--- config.mk ---
export PLATFORM = sky130hd
export DESIGN_NAME = vcu_unpacker
export DESIGN_NICKNAME = d
export VERILOG_FILES = /design/src/rtl/vcu_pkg.sv /design/src/rtl/vcu_fifo.sv /design/src/rtl/vcu_skipgen.sv /design/src/rtl/vcu_seq.sv /design/src/rtl/vcu_unpacker.sv
export SDC_FILE = /design/constraint.sdc
export NUM_CORES = 2
export LEC_CHECK = 0
export ABC_AREA = 0
export BUFFER_PORTS_ARGS = -buffer_cell sky130_fd_sc_hd__buf_2
export CAP_MARGIN = 10
export CELL_PAD_IN_SITES_DETAIL_PLACEMENT = 1
export CELL_PAD_IN_SITES_GLOBAL_PLACEMENT = 2
export CORE_ASPECT_RATIO = 0.5
export CORE_MARGIN = 4
export CORE_UTILIZATION = 52
export CTS_CLUSTER_SIZE = 40
export DETAILED_ROUTE_END_ITERATION = 8
export PLACE_DENSITY_LB_ADDON = 0.1
export SETUP_SLACK_MARGIN = 0.3
export SLEW_MARGIN = 20
export SYNTH_ARGS = -nofsm -noshare
export SYNTH_HDL_FRONTEND = slang
export SYNTH_SLANG_ARGS = --single-unit
--- constraint.sdc ---
create_clock -name clk -period 8.7 [get_ports clk]
set_input_delay 0.435 -clock clk [delete_from_list [all_inputs] [get_ports clk]]
set_output_delay 0.435 -clock clk [all_outputs]
set_load 0.01 [all_outputs]
--- src/rtl/vcu_pkg.sv ---
package vcu_pkg;
  localparam logic [7:0] OP_NOP    = 8'h00;
  localparam logic [7:0] OP_SETCYC = 8'h01;
  localparam logic [7:0] OP_DROP4  = 8'h30;
  localparam logic [7:0] OP_PROG   = 8'h4A;
  localparam logic [7:0] OP_UNPK   = 8'h6C;

  typedef enum logic [2:0] {
    ST_CMD, ST_PLO, ST_PHI, ST_UNP, ST_DROP
  } seq_state_t;
endpackage

--- src/rtl/vcu_fifo.sv ---
module vcu_fifo #(
  parameter int WIDTH = 128,
  parameter int DEPTH = 16
) (
  input  logic             clk,
  input  logic             rst_n,
  input  logic             push_valid,
  output logic             push_ready,
  input  logic [WIDTH-1:0] push_data,
  output logic             head_valid,
  output logic [WIDTH-1:0] head_data,
  input  logic             pop
);
  localparam int PW = $clog2(DEPTH);

  logic [WIDTH-1:0] mem [DEPTH];
  logic [PW-1:0]    wp, rp;
  logic [PW:0]      cnt;
  logic             do_push, do_pop;

  assign push_ready = (cnt < (PW+1)'(DEPTH));
  assign head_valid = (cnt != '0);
  assign head_data  = mem[rp];
  assign do_push    = push_valid && push_ready;
  assign do_pop     = pop && head_valid;

  always_ff @(posedge clk) begin
    if (do_push) mem[wp] <= push_data;
  end

  always_ff @(posedge clk or negedge rst_n) begin
    if (!rst_n) begin
      wp  <= '0;
      rp  <= '0;
      cnt <= '0;
    end else begin
      if (do_push) wp <= wp + 1'b1;
      if (do_pop)  rp <= rp + 1'b1;
      cnt <= cnt + (PW+1)'(do_push) - (PW+1)'(do_pop);
    end
  end


  fifo_bound_chk: assert property (@(posedge clk) disable iff (!rst_n)
    cnt <= (PW+1)'(DEPTH));

  push_lands_chk: assert property (@(posedge clk) disable iff (!rst_n)
    (do_push && !do_pop) |=> head_valid);
endmodule

--- src/rtl/vcu_skipgen.sv ---
module vcu_skipgen #(
  parameter int AW = 10
) (
  input  logic          clk,
  input  logic          rst_n,
  input  logic          start,
  input  logic [AW-1:0] start_addr,
  input  logic          step,
  input  logic [7:0]    cl,
  input  logic [7:0]    wl,
  output logic [AW-1:0] addr
);
  logic [7:0]    run;
  logic          linear;
  logic [8:0]    gap;
  logic [AW+9:0] nxt;

  assign linear = (cl == 8'd0) || (wl <= cl);
  assign gap    = (!linear && (run + 8'd1 == cl)) ? {1'b0, wl - cl} : 9'd0;
  assign nxt    = {10'd0, addr} + (AW+10)'(1) + (AW+10)'(gap);

  always_ff @(posedge clk or negedge rst_n) begin
    if (!rst_n) begin
      addr <= '0;
      run  <= '0;
    end else if (start) begin
      addr <= start_addr;
      run  <= '0;
    end else if (step) begin
      addr <= nxt[AW-1:0];
      run  <= (gap != 9'd0) ? 8'd0 : run + 8'd1;
    end
  end


  linear_step_chk: assert property (@(posedge clk) disable iff (!rst_n)
    (step && !start && cl == 8'd0) |=> addr == $past(addr) + AW'(1));

  run_restart_chk: assert property (@(posedge clk) disable iff (!rst_n)
    start |=> (addr == $past(start_addr)));
endmodule

--- src/rtl/vcu_seq.sv ---
module vcu_seq
  import vcu_pkg::*;
#(
  parameter int CODE_AW = 11,
  parameter int DATA_AW = 10
) (
  input  logic               clk,
  input  logic               rst_n,
  input  logic               wv,
  input  logic [31:0]        w,
  output logic               gen_start,
  output logic [DATA_AW-1:0] gen_start_addr,
  output logic               gen_step,
  input  logic [DATA_AW-1:0] gen_addr,
  output logic [7:0]         cl,
  output logic [7:0]         wl,
  output logic               code_we,
  output logic [CODE_AW-1:0] code_addr,
  output logic [63:0]        code_wdata,
  output logic               data_we,
  output logic [DATA_AW-1:0] data_addr,
  output logic [127:0]       data_wdata
);
  seq_state_t   st;
  logic [8:0]   rem;
  logic [1:0]   sub;
  logic [31:0]  hold [3];
  logic [31:0]  lo;
  logic [CODE_AW-1:0] caddr;
  logic [7:0]   op, num;
  logic [15:0]  imm;
  logic [8:0]   n_full;

  assign op     = w[31:24];
  assign num    = w[23:16];
  assign imm    = w[15:0];
  assign n_full = (num == 8'd0) ? 9'd256 : {1'b0, num};

  assign gen_start      = wv && (st == ST_CMD) && (op == OP_UNPK);
  assign gen_start_addr = imm[DATA_AW-1:0];
  assign gen_step       = wv && (st == ST_UNP) && (sub == 2'd3);

  always_ff @(posedge clk or negedge rst_n) begin
    if (!rst_n) begin
      st <= ST_CMD; rem <= '0; sub <= '0; lo <= '0; caddr <= '0;
      cl <= '0; wl <= '0;
      hold[0] <= '0; hold[1] <= '0; hold[2] <= '0;
      code_we <= 1'b0; code_addr <= '0; code_wdata <= '0;
      data_we <= 1'b0; data_addr <= '0; data_wdata <= '0;
    end else begin
      code_we <= 1'b0;
      data_we <= 1'b0;
      if (wv) begin
        unique case (st)
          ST_CMD: begin
            sub <= '0;
            rem <= n_full;
            case (op)
              OP_SETCYC: begin cl <= imm[7:0]; wl <= imm[15:8]; end
              OP_PROG:   begin caddr <= imm[CODE_AW-1:0]; st <= ST_PLO; end
              OP_UNPK:   st <= ST_UNP;
              OP_DROP4:  st <= ST_DROP;
              default:   st <= ST_CMD;
            endcase
          end
          ST_PLO: begin lo <= w; st <= ST_PHI; end
          ST_PHI: begin
            code_we    <= 1'b1;
            code_addr  <= caddr;
            code_wdata <= {w, lo};
            caddr      <= caddr + 1'b1;
            rem        <= rem - 1'b1;
            st         <= (rem == 9'd1) ? ST_CMD : ST_PLO;
          end
          ST_UNP: begin
            sub <= sub + 1'b1;
            if (sub != 2'd3) hold[sub] <= w;
            else begin
              data_we    <= 1'b1;
              data_addr  <= gen_addr;
              data_wdata <= {w, hold[2], hold[1], hold[0]};
              rem        <= rem - 1'b1;
              if (rem == 9'd1) st <= ST_CMD;
            end
          end
          ST_DROP: begin
            sub <= sub + 1'b1;
            if (sub == 2'd3) st <= ST_CMD;
          end
          default: st <= ST_CMD;
        endcase
      end
    end
  end


  one_port_chk: assert property (@(posedge clk) disable iff (!rst_n)
    !(code_we && data_we));

  four_words_chk: assert property (@(posedge clk) disable iff (!rst_n)
    data_we |=> !data_we);

  two_words_chk: assert property (@(posedge clk) disable iff (!rst_n)
    code_we |=> !code_we);
endmodule

--- src/rtl/vcu_unpacker.sv ---
module vcu_unpacker #(
  parameter int DEPTH   = 16,
  parameter int CODE_AW = 11,
  parameter int DATA_AW = 10
) (
  input  logic               clk,
  input  logic               rst_n,
  input  logic               in_valid,
  output logic               in_ready,
  input  logic [127:0]       in_data,
  output logic               code_we,
  output logic [CODE_AW-1:0] code_addr,
  output logic [63:0]        code_wdata,
  output logic               data_we,
  output logic [DATA_AW-1:0] data_addr,
  output logic [127:0]       data_wdata
);
  localparam int LANES = 4;

  logic         head_valid;
  logic [127:0] head_data;
  logic [1:0]   lane;
  logic [31:0]  lane_word [LANES];
  logic         gen_start, gen_step;
  logic [DATA_AW-1:0] gen_start_addr, gen_addr;
  logic [7:0]   cl, wl;

  for (genvar g = 0; g < LANES; g++) begin : g_lane
    assign lane_word[g] = head_data[32*g +: 32];
  end

  vcu_fifo #(.WIDTH(128), .DEPTH(DEPTH)) u_fifo (
    .clk(clk), .rst_n(rst_n),
    .push_valid(in_valid), .push_ready(in_ready), .push_data(in_data),
    .head_valid(head_valid), .head_data(head_data),
    .pop(head_valid && lane == 2'd3)
  );

  always_ff @(posedge clk or negedge rst_n) begin
    if (!rst_n) lane <= '0;
    else if (head_valid) lane <= lane + 1'b1;
  end

  vcu_seq #(.CODE_AW(CODE_AW), .DATA_AW(DATA_AW)) u_seq (
    .clk(clk), .rst_n(rst_n),
    .wv(head_valid), .w(lane_word[lane]),
    .gen_start(gen_start), .gen_start_addr(gen_start_addr),
    .gen_step(gen_step), .gen_addr(gen_addr),
    .cl(cl), .wl(wl),
    .code_we(code_we), .code_addr(code_addr), .code_wdata(code_wdata),
    .data_we(data_we), .data_addr(data_addr), .data_wdata(data_wdata)
  );

  vcu_skipgen #(.AW(DATA_AW)) u_gen (
    .clk(clk), .rst_n(rst_n),
    .start(gen_start), .start_addr(gen_start_addr), .step(gen_step),
    .cl(cl), .wl(wl), .addr(gen_addr)
  );


  full_stall_chk: assert property (@(posedge clk) disable iff (!rst_n)
    (!in_ready) |-> head_valid);
endmodule

==> reports/qor.yml <==
yosys:
  ys_types: 70
  synthCells: 4882
  yosysWarnings: 0
  avgSynthCellArea_um2: 19.5
  async_flop_share_pct: 16.9
  ys_seq_area_share_pct: 75.4
  synth_fp_nets: 5052
  synth_seq_cells: 2465
  ys.flop_type: "edfxtp_1"
  mappedNetlistArea_um2: 95400
  synth_edf_count: 2048
final_layout:
  fillers: 15500
  nNetsFinal: 5573
  areaGrowthSynthToFinish_pct: 13.2
  layout_commonest_cell: "edfxtp_1"
  regArea_um2: 72000
  utilization_pct: 59.6
  drive_above_1_share_pct: 26.3
  multi_input_area_um2: 22200
  layout_common_cells: "edfxtp_1 (2,048), nand2_1 (722), mux4_2 (574)"
setup_path:
  crit_chain: "buf_4 > nor2b_1 > buf_4 > a22oi_1 > a22o_1 > a222oi_1 > nand4_2 > or4_4 > or4_1 > mux2_4"
  r2r_cells: 10
  slowest_delay_ns: 1.04
  worst_path_max_delay_cell: "dfrtp_4"
  path_common_cell: "buf_4"
  path_class: "flop to flop"
  cp-start-kind: "flop"
  crit_buf_inv: 2
  cp.depth: 10
  critPathTopFamily: "simple AND/OR/NAND/NOR gates"
  cp_data_arrival_time_ns: 6.48
  cp_max_fo: 55
  cp.required_ns: 9.41
  worstSetupEndpointType: "flop"
clocking:
  clk_latency_ns: 0.87
  cts_buffer_depth: 4
  path_clk_slew_ns: 0.07
  clockRootBuffer: "clkbuf_16"
  tritoncts: "done"
  cts_buffers: 216
  htree_levels: 4
  post_cts_buffers: 0
  clock-sinks: 2465
placement:
  place_hpwl_mm: 135
  io_buffers: 346
  place_congestion: 0.774
drt:
  wl_per_cell_um: 30.9
  drt-pass1-iter-count: 5
  drt_iter0_drc: 5395
  vias: 49000
  viasPerCell: 6.14
  final_antenna_net_count: 0
  drt-total-wl_mm: 246
  drc_errors: 0
global_route:
  grt_pass1_wl_mm: 365
  use_met3_pct: 4.09
  grt_util_met1_pct: 38.9
  top_usage_layer: "met2"
  grt_pass1_vias: 51600
  grt_overflow: 0
  track_usage_pct: 26.1
  grt_antenna_before_repair: 12
  grt_max_degree: 172
  grtUsageMet2_pct: 41.3
sta:
  hold_viol: 0
  min_period_ns: 5.77
  maxSlewViolCount: 0
  rsz0062_at_grt: "false"
  max_freq_ghz: 0.173
  setup_violations: 0
  worst_pin_slew_ns: 1.12
  skew_ns: 0.0614
  post-route-period-util_pct: 66.3
  tns_ns: 0
  relSlewSlack_pct: 25.2
pwr:
  seqPwrFrac_pct: 41.9
  power_switching_mw: 11.3
  power.leakage_nw: 38.5
  p_int_mw: 23.4
  vdd_drop_max_v: 0.000256
  switching_share_pct: 32.6
  power_density_nw_per_um2: 322
  pwr-share-clk_pct: 27.3
  power_frac_comb_pct: 30.9
hold_path:
  holdPathStages: 3
  min_path_type: "input pin to flop"
floorplan:
  core.rowCount: 110
  ios: 347
  core-area_um2: 181000
  fp.dieW_um: 614
  design.die.area_um2: 191000
  initial_core_util_pct: 52.7
  die_h_um: 311
flow_run:
  max_cap_viol_count: 0
status:
  status: "finished clean"
==> cell usage after synthesis, drive strengths merged (11+ instances only) <==
library cell	count	area, um^2
edfxtp	2048	61500
nand2	726	2730
mux4	574	12900
dfrtp	417	10400
mux2i	135	1350
mux2	126	1430
buf	124	666
clkbuf	123	463
o21ai	93	465
nor2	58	218
inv	49	184
nand3	47	235
a22oi	44	330
a21oi	42	210
ha	36	450
xnor2	24	210
and2	22	138
nand4	15	100
nor2b	15	93.8
a31oi	14	87.6
nor3	14	70.1
nor4	11	75.1
==> power by group through the flow <==
stage | clock, mW | combinational [mW] | sequential (mW)
6_report | 9.47 | 10.7 | 14.6
5_1_grt | 10.2 | 11.5 | 14.6
4_1_cts | 9.67 | 10.9 | 14.6
3_5_place_dp | 0 | 10.8 | 14.8
3_3_place_gp | 0 | 10.6 | 14.7
2_1_floorplan | 0 | 6.88 | 14.5
==> through the flow <==
stage          instances  hold slack [ns]  area [um^2]  power, mW  worst slack [ns]
2_1_floorplan       4882            0.139        95400       21.4              4.10
3_3_place_gp        7464            0.443        99900       25.3              2.77
3_5_place_dp        7464            0.448        99900       25.6              2.91
4_1_cts             7975           0.0954       108000       35.1              2.86
5_1_grt             7975            0.158       108000       36.3              2.65
6_report            7979            0.148       108000       34.8              2.93
==> registers in the layout (all words and copies together), names as in the netlist, 5 cells and up <==
register / count
u_fifo.mem: 2048
u_seq.wl: 8
u_seq.cl: 8
u_gen.addr: 10
u_seq.data_addr: 10
u_seq.hold: 96
u_seq.lo: 32
u_seq.data_wdata: 128
u_seq.code_wdata: 64
u_fifo.cnt: 5
u_seq.code_addr: 11
u_gen.run: 8
u_seq.caddr: 11
u_seq.rem: 9
==> worst paths after layout <==
check,startpoint,end,slack (ns)
setup reg to reg,u_fifo.rp[1]$_DFFE_PN0P_,u_seq.wl[3]$_DFFE_PN0P_,2.93
setup / recovery,u_fifo.rp[1]$_DFFE_PN0P_,u_seq.wl[3]$_DFFE_PN0P_,2.93
hold / removal,in_valid,u_fifo.wp[0]$_DFFE_PN0P_,0.15
hold reg to reg,u_seq.hold[9]$_DFFE_PN0P_,u_seq.data_wdata[73]$_DFFE_PN0P_,0.46
max in group asynchronous,rst_n,lane[0]$_DFFE_PN0P_,6.19
min in group asynchronous,rst_n,u_seq.data_wdata[85]$_DFFE_PN0P_,0.28
==> worst min-delay path, delay by kind of cell <==
kind                   cells  cell delay (ns)
buffers and inverters      1             0.09
AND/OR/NAND/NOR            1             0.24
XOR/XNOR                   1             0.17
==> routing by layer <==
| layer | wire length [um] | share of wire (%) |
|---|---|---|
| met1 | 105000 | 43 |
| met4 | 5730 | 2.3 |
| met3 | 16800 | 6.8 |
| met2 | 119000 | 48 |
| met5 | 13 | 0.0053 |
==> cell type report <==
class	count	area share, %
clock inverter	113	0.987
inverter	49	0.173
timing repair buffer	550	3.54
tap	2408	2.79
multi-input combinational	2121	20.6
sequential	2465	66.6
antenna	4	0.00927
clock buffer	269	5.31
==> logic make-up (layout without fill, tap and decap cells) <==
group | after synthesis | after routing | share of synthesized area [%]
fa+ha+maj | 39 | 39 | 0.535
flops | 2465 | 2465 | 75.4
simple gates | 953 | 953 | 4.16
mux | 835 | 835 | 16.5
xor+xnor | 30 | 30 | 0.275
other cells | 0 | 4 | 0
buf+inv | 296 | 981 | 1.38
compound gates | 264 | 264 | 1.77
==> what timing repair did <==
action / 4_1_cts / 5_1_grt
hold endpoints to repair: 2150 / 0
resized for setup: 0 / 0
hold buffers: 129 / 0
(Power assumes the default switching activity.)
